File: src/rtl/extint_pkg.sv
package extint_pkg;
  localparam int ADDR_W = 3;

  typedef enum logic [ADDR_W-1:0] {
    REG_TRIG   = 3'd0,
    REG_DIR    = 3'd1,
    REG_POL    = 3'd2,
    REG_EN_SET = 3'd3,
    REG_EN_CLR = 3'd4,
    REG_ACK    = 3'd5,
    REG_MASK   = 3'd6,
    REG_FLAGS  = 3'd7
  } reg_sel_e;
endpackage

File: src/rtl/extint_sync.sv
module extint_sync #(
  parameter int WIDTH  = 4,
  parameter int STAGES = 2
) (
  input  logic             clk,
  input  logic             rst,
  input  logic [WIDTH-1:0] din,
  output logic [WIDTH-1:0] dout
);
  logic [WIDTH-1:0] stage_q [STAGES];

  always_ff @(posedge clk) begin
    if (rst) begin
      for (int s = 0; s < STAGES; s++) stage_q[s] <= '0;
    end else begin
      stage_q[0] <= din;
      for (int s = 1; s < STAGES; s++) stage_q[s] <= stage_q[s-1];
    end
  end

  assign dout = stage_q[STAGES-1];
endmodule

File: src/rtl/extint_regs.sv
module extint_regs
  import extint_pkg::*;
#(
  parameter int N_LINES = 4,
  parameter int DATA_W  = 32
) (
  input  logic               clk,
  input  logic               rst,
  input  logic [ADDR_W-1:0]  addr_i,
  input  logic               wr_i,
  input  logic               rd_i,
  input  logic [DATA_W-1:0]  wdata_i,
  input  logic [N_LINES-1:0] flags_i,
  output logic [DATA_W-1:0]  rdata_o,
  output logic [N_LINES-1:0] trig_o,
  output logic [N_LINES-1:0] dir_o,
  output logic [N_LINES-1:0] pol_o,
  output logic [N_LINES-1:0] en_o,
  output logic [N_LINES-1:0] ack_o
);
  reg_sel_e           sel;
  logic [N_LINES-1:0] wbits;
  logic [N_LINES-1:0] set_bits, clr_bits;
  logic [DATA_W-1:0]  rd_mux;
  logic               unused_wdata;

  assign sel          = reg_sel_e'(addr_i);
  assign wbits        = wdata_i[N_LINES-1:0];
  assign unused_wdata = ^wdata_i;
  assign set_bits     = (wr_i && sel == REG_EN_SET) ? wbits : '0;
  assign clr_bits     = (wr_i && sel == REG_EN_CLR) ? wbits : '0;
  assign ack_o        = (wr_i && sel == REG_ACK)    ? wbits : '0;

  always_ff @(posedge clk) begin
    if (rst) begin
      trig_o <= '0;
      dir_o  <= '0;
      pol_o  <= '0;
      en_o   <= '0;
    end else begin
      if (wr_i && sel == REG_TRIG) trig_o <= wbits;
      if (wr_i && sel == REG_DIR)  dir_o  <= wbits;
      if (wr_i && sel == REG_POL)  pol_o  <= wbits;
      en_o <= (en_o | set_bits) & ~clr_bits;
    end
  end

  always_comb begin
    rd_mux = '0;
    case (sel)
      REG_TRIG:  rd_mux[N_LINES-1:0] = trig_o;
      REG_DIR:   rd_mux[N_LINES-1:0] = dir_o;
      REG_POL:   rd_mux[N_LINES-1:0] = pol_o;
      REG_MASK:  rd_mux[N_LINES-1:0] = en_o;
      REG_FLAGS: rd_mux[N_LINES-1:0] = flags_i;
      default:   rd_mux = '0;
    endcase
  end

  always_ff @(posedge clk) begin
    if (rst) rdata_o <= '0;
    else if (rd_i) rdata_o <= rd_mux;
  end

  for (genvar i = 0; i < N_LINES; i++) begin : g_ast
    AST_EN_SET_TAKES: assert property (@(posedge clk) disable iff (rst)
      (wr_i && sel == REG_EN_SET && wdata_i[i]) |=> en_o[i]);
    AST_EN_CLR_TAKES: assert property (@(posedge clk) disable iff (rst)
      (wr_i && sel == REG_EN_CLR && wdata_i[i]) |=> !en_o[i]);
    AST_EN_ZERO_KEEPS: assert property (@(posedge clk) disable iff (rst)
      (wr_i && (sel == REG_EN_SET || sel == REG_EN_CLR) && !wdata_i[i])
        |=> en_o[i] == $past(en_o[i]));
  end
endmodule

File: src/rtl/extint_detect.sv
module extint_detect #(
  parameter int N_LINES = 4
) (
  input  logic               clk,
  input  logic               rst,
  input  logic [N_LINES-1:0] sync_i,
  input  logic [N_LINES-1:0] trig_i,
  input  logic [N_LINES-1:0] dir_i,
  input  logic [N_LINES-1:0] pol_i,
  input  logic [N_LINES-1:0] en_i,
  input  logic [N_LINES-1:0] ack_i,
  output logic [N_LINES-1:0] flags_o,
  output logic [N_LINES-1:0] irq_o
);
  logic [N_LINES-1:0] prev_q;
  logic [N_LINES-1:0] edge_ev;
  logic [N_LINES-1:0] lvl_match;

  assign edge_ev   = (dir_i & sync_i & ~prev_q) | (~dir_i & ~sync_i & prev_q);
  assign lvl_match = ~(sync_i ^ pol_i);

  always_ff @(posedge clk) begin
    if (rst) begin
      prev_q  <= '0;
      flags_o <= '0;
      irq_o   <= '0;
    end else begin
      prev_q  <= sync_i;
      flags_o <= (flags_o & ~ack_i) | edge_ev;
      irq_o   <= en_i & ((trig_i & lvl_match) | (~trig_i & flags_o));
    end
  end

  for (genvar i = 0; i < N_LINES; i++) begin : g_ast
    AST_ACK_CLEARS: assert property (@(posedge clk) disable iff (rst)
      (ack_i[i] && !edge_ev[i]) |=> !flags_o[i]);
    AST_EDGE_WINS: assert property (@(posedge clk) disable iff (rst)
      edge_ev[i] |=> flags_o[i]);
    AST_MASKED_LOW: assert property (@(posedge clk) disable iff (rst)
      !en_i[i] |=> !irq_o[i]);
    AST_LEVEL_FOLLOWS: assert property (@(posedge clk) disable iff (rst)
      (en_i[i] && trig_i[i] && lvl_match[i]) |=> irq_o[i]);
    AST_EDGE_HOLDS: assert property (@(posedge clk) disable iff (rst)
      (en_i[i] && !trig_i[i] && flags_o[i]) |=> irq_o[i]);
  end
endmodule

File: src/rtl/extint_cond.sv
module extint_cond
  import extint_pkg::*;
#(
  parameter int N_LINES     = 4,
  parameter int DATA_W      = 32,
  parameter int SYNC_STAGES = 2
) (
  input  logic               clk,
  input  logic               rst,
  input  logic [N_LINES-1:0] ext_pin,
  input  logic [ADDR_W-1:0]  bus_addr,
  input  logic               bus_wr,
  input  logic               bus_rd,
  input  logic [DATA_W-1:0]  bus_wdata,
  output logic [DATA_W-1:0]  bus_rdata,
  output logic [N_LINES-1:0] irq_req
);
  logic [N_LINES-1:0] pin_sync;
  logic [N_LINES-1:0] trig, dir, pol, en, ack, flags;

  extint_sync #(.WIDTH(N_LINES), .STAGES(SYNC_STAGES)) u_sync (
    .clk  (clk),
    .rst  (rst),
    .din  (ext_pin),
    .dout (pin_sync)
  );

  extint_regs #(.N_LINES(N_LINES), .DATA_W(DATA_W)) u_regs (
    .clk     (clk),
    .rst     (rst),
    .addr_i  (bus_addr),
    .wr_i    (bus_wr),
    .rd_i    (bus_rd),
    .wdata_i (bus_wdata),
    .flags_i (flags),
    .rdata_o (bus_rdata),
    .trig_o  (trig),
    .dir_o   (dir),
    .pol_o   (pol),
    .en_o    (en),
    .ack_o   (ack)
  );

  extint_detect #(.N_LINES(N_LINES)) u_detect (
    .clk     (clk),
    .rst     (rst),
    .sync_i  (pin_sync),
    .trig_i  (trig),
    .dir_i   (dir),
    .pol_i   (pol),
    .en_i    (en),
    .ack_i   (ack),
    .flags_o (flags),
    .irq_o   (irq_req)
  );
endmodule

File: config.mk
export PLATFORM = sky130hd
export DESIGN_NAME = extint_cond
export DESIGN_NICKNAME = d
export VERILOG_FILES = /design/src/rtl/extint_pkg.sv /design/src/rtl/extint_sync.sv /design/src/rtl/extint_regs.sv /design/src/rtl/extint_detect.sv /design/src/rtl/extint_cond.sv
export SDC_FILE = /design/constraint.sdc
export NUM_CORES = 1
export LEC_CHECK = 0
export ABC_AREA = 1
export CAP_MARGIN = 20
export CORE_MARGIN = 1.5
export CORE_UTILIZATION = 46
export CTS_CLUSTER_DIAMETER = 40
export DETAILED_ROUTE_END_ITERATION = 16
export GPL_ROUTABILITY_DRIVEN = 0
export PLACE_DENSITY = 0.88
export SLEW_MARGIN = 0
export SYNTH_ARGS = -nofsm -noshare
export SYNTH_HDL_FRONTEND = slang
export SYNTH_SLANG_ARGS = --single-unit
File: constraint.sdc
create_clock -name clk -period 2.4 [get_ports clk]
set_input_delay 0.24 -clock clk [delete_from_list [all_inputs] [get_ports clk]]
set_output_delay 0.24 -clock clk [all_outputs]
set_load 0.03 [all_outputs]
# Word level (Yosys, flattened, before mapping)
# Memories as Yosys holds them, arrays and structs flattened.
# Cells that the tools add are included.
# classes
shifts	0
order_cmp	0
n_bitwise	23
reduce_logical	7
add_sub_neg	0
mul	0
n_div	0
n_mux	9
eq_ne	7
# ops
op	n
AND 4 bit	9
NOT 4 bit	7
2-to-1 mux 4 bit	5
one-hot mux 4 bit (5 select lines)	1
OR 4 bit	4
== test 3 bit (second input constant)	4
== test 3 x 2 -> 1 bit (second input constant)	2
logical AND 1 bit	6
XOR 4 bit	1
== test 3 x 1 -> 1 bit (second input constant)	1
zero test 3 bit	1
2-to-1 mux 1 bit	3
OR 1 bit	2
# totals
word_cells	55
mem_count	1
reg_bits	32
in_bits	43
ramBits	8
latchBits	0
mem_bits_ro	0
out_inout_bits	36
# mem_list
name	depth	word_bits	rd	rd_clocked_by_memory_dff	write_ports	line_no	rtl
u_sync.stage_q	2	4	2	0	2	extint_sync.sv:10	logic [WIDTH-1:0] stage_q [STAGES];

# Logic depth before layout (Yosys ltp)
# depth
ltp_word	6
mapped_depth	9
mapped_depth_nobuf	9

# Hierarchy
# From an unflattened synthesis, not the netlist that was laid out.
# hier_totals
cells_unflattened	290
hier_area_um2	2037.0
# by_module_without_submodules
module	area_per_inst_um2	cells_per_inst	n_inst	seq_area_each_um2
extint_regs	1219.9	171	1	400.4
extint_detect	555.5	90	1	240.2
extint_sync	261.5	29	1	160.2

# Worst setup path after synthesis
# OpenSTA, ideal clock, no wires.
# synth_timing
path_kind	input to register
start	in bus_addr[0]
end	reg u_regs.trig_o[0]
setup_slack_ns	1.359
setup_ns	0.123
path_stages	5
t_required_ns	2.277
t_arrival_ns	0.918
n_path_buf	1
cell_sequence	buf_4 nor2_4 nand3_1 o21ai_0 a21oi_1
# synth_between
elab_chain_len	2
# synth_rtl
element	line_no	rtl
start: declaration	extint_cond.sv:11	input logic [ADDR_W-1:0] bus_addr,
zero test 3 bit	extint_regs.sv:41	if (wr_i && sel == REG_TRIG) trig_o <= wbits;
logical AND 1 bit	extint_regs.sv:41	
end signal: assignment	extint_regs.sv:41	
end: declaration	extint_regs.sv:15	output logic [N_LINES-1:0] trig_o,
# Every way passes these cells.
# A chain may end at the register's enable or synchronous reset.

# Worst setup path after layout
# layout_timing
start	in bus_addr[2]
end	reg u_regs.trig_o[2]
# The elaborated chain is that of the path after synthesis.

==> impl_table.tex <==
\begin{tabular}{lr}
\hline
Metric & Value \\
\hline
\multicolumn{2}{l}{\textbf{Outcome}} \\
\quad Outcome & complete, no violations \\
\multicolumn{2}{l}{\textbf{Placement}} \\
\quad I/O Buffers & 22 \\
\quad Number of cells after detailed placement & 320 \\
\quad Worst setup slack after placement & approximately 450 ps \\
\quad Detailed Place HPWL & approximately 2600 um \\
\multicolumn{2}{l}{\textbf{STA}} \\
\quad Number of slew-limit violations in the final report & 0 \\
\quad Min Hold Slack & $\sim$400 ps \\
\quad Least setup slack across all paths after layout & approximately 700 ps \\
\quad Measured slew at the worst slew-check pin & about 570 ps \\
\quad Fin crit share & between 70\% and 80\% \\
\quad RSZ-0062 raised after global routing & false \\
\quad Minimum period implied by the final worst setup slack & 1700 ps \\
\quad Final hold violation count & 0 \\
\quad Number of endpoints failing setup at the final stage & 0 \\
\quad Max Clock Freq & roughly 590 MHz \\
\quad Maximum clock skew at final layout & around 2.8 ps \\
\quad Setup Total Neg Slack & 0 ps \\
\quad Rel. slew slack & 61.6\% \\
\multicolumn{2}{l}{\textbf{Clock tree}} \\
\quad Post\_cts resized & 0 \\
\quad Number of hold buffers added after CTS & 0 \\
\quad CTS sink count & 40 \\
\quad H-tree levels & 2 \\
\quad Clock Pin Slew Worst Setup and Hold Paths & roughly 70 ps \\
\quad Root buf cell & sky130\_fd\_sc\_hd\_\_clkbuf\_8 \\
\quad Post-CTS Setup Bufs & 0 \\
\quad Insertion delay of the later-clocked pin in the worst-skew pair & about 290 ps \\
\quad Maximum number of buffers from clock root to sink & 2 \\
\quad Number of clock buffers inserted by TritonCTS & 5 \\
\quad CTS tree & done \\
\multicolumn{2}{l}{\textbf{Yosys}} \\
\quad Number of unique standard cell types used by synthesis & 25 \\
\quad Fraction of the yosys area taken by sequential cells & between 40\% and 50\% \\
\quad Netlist area before placement & about 1900 sq um \\
\quad Dominant cell type by area after synthesis & sky130\_fd\_sc\_hd\_\_dfxtp\_1 \\
\quad Portion of synthesized cell area occupied by the leading cell type & 42.2\% \\
\quad Main synth FF type & sky130\_fd\_sc\_hd\_\_dfxtp\_1 \\
\quad Top post-synthesis cells by area & sky130\_fd\_sc\_hd\_\_dfxtp\_1 (42\%), sky130\_fd\_sc\_hd\_\_buf\_4 (11\%), sky130\_fd\_sc\_hd\_\_inv\_1 (6.5\%) \\
\quad Post-synthesis register bit count & 40 \\
\quad Per-instance average area after synthesis & approximately 7.5 sq um \\
\quad Synth cell count leaders & sky130\_fd\_sc\_hd\_\_dfxtp\_1 (40), sky130\_fd\_sc\_hd\_\_inv\_1 (33), sky130\_fd\_sc\_hd\_\_nand2\_1 (33), sky130\_fd\_sc\_hd\_\_buf\_4 (29), sky130\_fd\_sc\_hd\_\_nor2\_1 (23) \\
\quad Cell with the most instances after synthesis & sky130\_fd\_sc\_hd\_\_dfxtp\_1 \\
\quad Number of enable-type register cells in the synthesized netlist & 0 \\
\quad Post-Synthesis Cells & roughly 250 \\
\quad Post-synth ARST share & 0\% \\
\quad Count of yosys warnings during synthesis & 0 \\
\multicolumn{2}{l}{\textbf{Job}} \\
\quad Max capacitance violation total & 0 \\
\multicolumn{2}{l}{\textbf{Final layout}} \\
\quad Number of nets at the end of the flow & 320 \\
\quad Layout Area Growth over Synthesis & 12.5\% \\
\quad Filler Cell Count & 393 \\
\quad Fin cells & 328 \\
\quad Layout cell share with drive strength beyond 1 & $\sim$6.5\% \\
\quad Total area of multi-input combinational cells & $\sim$810 sq um \\
\quad Combined flip-flop and latch cell area & 801 sq um \\
\quad Diode insertion count for antenna repair & 0 \\
\multicolumn{2}{l}{\textbf{Min path}} \\
\quad Worst min-delay path category & flop to flop \\
\multicolumn{2}{l}{\textbf{Route}} \\
\quad Post-route DRC violation count & 0 \\
\quad Detailed Route WL & $\sim$3600 um \\
\quad Detailed-route vias per instance & between 4 and 5 \\
\quad Routed wire length per instance & 10.9 um \\
\quad Routed Antenna Nets & 0 \\
\quad Number of iterations in the first detailed-routing pass & 5 \\
\quad DRT iter0 DRCs & 148 \\
\quad DR vias & approximately 1.6k \\
\multicolumn{2}{l}{\textbf{Global route}} \\
\quad Overflow left after global routing & 0 \\
\quad Vias in the first global route & 1298 \\
\quad Antenna violations before repair & 0 \\
\quad Wire length of the first global-routing pass & approximately 5800 um \\
\quad Combined global-route utilization of all metal layers & 17.5\% \\
\quad Maximum number of pins on one net before global-route repair & 24 \\
\multicolumn{2}{l}{\textbf{Critical path}} \\
\quad Master of the slowest instance on the critical path & sky130\_fd\_sc\_hd\_\_clkdlybuf4s50\_1 \\
\quad Critical path's top delay family & buffers and inverters \\
\quad Reg-to-reg critical path endpoint & u\_regs.rdata\_o[3]\$\_SDFFE\_PP0P\_ \\
\quad Critical Path Max Stage Delay & roughly 700 ps \\
\quad Worst setup path endpoint & u\_regs.trig\_o[2]\$\_SDFFE\_PP0P\_ \\
\quad Logic depth of the worst setup path including buffers & 5 \\
\quad Required time of the critical path & 2570 ps \\
\quad Endpoint class of the critical path & flop \\
\quad Arrival time worst endpoint & about 1900 ps \\
\quad Slack of the worst reg-to-reg path & roughly 1400 ps \\
\quad Startpoint Class & input port \\
\quad Worst path buffer plus inverter count & 2 \\
\quad Crit Path Max Fanout & 13 \\
\quad Crit-path cells & clkdlybuf4s50\_1 > inv\_2 > nand3\_1 > o21ai\_0 > a21oi\_1 \\
\quad Number of cells traversed by the worst register-to-register path & 6 \\
\quad First element of the critical path & bus\_addr[2] \\
\quad Worst reg2reg startpoint & u\_regs.dir\_o[3]\$\_SDFFE\_PP0P\_ \\
\quad Class of the most critical setup path & input port to flop \\
\multicolumn{2}{l}{\textbf{Die}} \\
\quad Die Outline Area & approximately 4500 sq um \\
\quad Initial core utilization & 47.8\% \\
\quad Number of top-level pins & 79 \\
\quad Std cell rows & 23 \\
\quad Area of the placeable core & between 3000 and 4000 sq um \\
\quad Die outline width & slightly below 70 um \\
\quad Die height & 67.2 um \\
\multicolumn{2}{l}{\textbf{Power and ir drop}} \\
\quad Power density normalized to cell area & around 620 nW/um\^{}2 \\
\quad Max VDD drop & between 300 and 400 uV \\
\quad Leakage dissipation & 0.879 nW \\
\hline
\end{tabular}
==> flip-flops by register name (all words and copies together) (netlist names) <==
register          cells
u_detect.prev_q       4
u_regs.trig_o         4
u_detect.flags_o      4
u_regs.en_o           4
u_sync.stage_q        8
u_regs.pol_o          4
u_regs.rdata_o        4
u_detect.irq_o        4
u_regs.dir_o          4
==> per-stage QoR <==
step / util, % / power (mW) / area (sq um)
global route: 53.8 / 1.39 / 2140
detailed placement: 51.5 / 0.885 / 2050
finish: 53.8 / 1.32 / 2140
CTS: 53.8 / 1.34 / 2140
floorplan: - / 0.872 / 2000
global placement: 51.5 / 0.882 / 2050
==> power breakdown <==
group          switching (mW)  total (mW)  internal, mW
Combinational           0.128       0.175        0.0468
Sequential             0.0131       0.697         0.684
Clock                   0.218       0.452         0.234
Total                   0.359        1.32         0.965
==> area by class of cell <==
type                            count  area share [%]
Multi-Input combinational cell    170            38.0
Sequential cell                    40            37.5
Timing Repair Buffer               24            11.0
Clock buffer                        8            4.22
Tap cell                           50            2.93
Inverter                           36            6.33
==> logic make-up (layout without fill, tap and decap cells) <==
family / Yosys count / in the layout / synth area share (%)
compound gates: 53 / 53 / 14.9
buf+inv: 70 / 68 / 20.4
flops: 40 / 40 / 42.2
other cells: 1 / 28 / 0.198
simple gates: 89 / 89 / 22.3
==> cell usage in the layout, fill, tap and decap left out, types with 2 or more instances in the layout <==
cell type / count
sky130_fd_sc_hd__o22ai_1: 3
sky130_fd_sc_hd__clkdlybuf4s50_1: 22
sky130_fd_sc_hd__inv_1: 33
sky130_fd_sc_hd__nand2_1: 33
sky130_fd_sc_hd__clkbuf_8: 6
sky130_fd_sc_hd__nor3_1: 4
sky130_fd_sc_hd__inv_2: 3
sky130_fd_sc_hd__a31oi_1: 4
sky130_fd_sc_hd__conb_1: 28
sky130_fd_sc_hd__buf_4: 2
sky130_fd_sc_hd__nor2_4: 2
sky130_fd_sc_hd__o21ai_0: 21
sky130_fd_sc_hd__nor2_1: 23
sky130_fd_sc_hd__dfxtp_1: 40
sky130_fd_sc_hd__a21oi_1: 21
sky130_fd_sc_hd__clkbuf_1: 2
sky130_fd_sc_hd__nand4_1: 10
sky130_fd_sc_hd__nand3_1: 13
==> worst min path at each step <==
| stage | start | end | slack (ps) | cells after the start |
|---|---|---|---|---|
| after detailed placement | u_sync.stage_q[0][3]$_SDFF_PP0_ | u_sync.stage_q[0][7]$_SDFF_PP0_ | 390 | 2 |
| after global routing | u_sync.stage_q[0][3]$_SDFF_PP0_ | u_sync.stage_q[0][7]$_SDFF_PP0_ | 410 | 2 |
| after CTS | u_sync.stage_q[0][3]$_SDFF_PP0_ | u_sync.stage_q[0][7]$_SDFF_PP0_ | 400 | 2 |
| final | u_sync.stage_q[0][3]$_SDFF_PP0_ | u_sync.stage_q[0][7]$_SDFF_PP0_ | 400 | 2 |
| after floorplan | rst | u_detect.irq_o[1]$_SDFF_PP0_ | 320 | 1 |
| after global placement | u_sync.stage_q[0][0]$_SDFF_PP0_ | u_sync.stage_q[0][4]$_SDFF_PP0_ | 390 | 2 |
==> routing by layer <==
layer | share of wire, % | GRT usage [%]
met3 | 8.0 | 5.50
met1 | 45 | 23.5
met2 | 45 | 25.0
met4 | 2.1 | 9.18
met5 | 0 | 0
==> worst min-delay path: cells and delay by family (launching register included) <==
family                 cells  cell delay [ps]
flip-flops                 1              300
buffers and inverters      1               40
AND/OR/NAND/NOR            1               30
(Power assumes the default switching activity.)
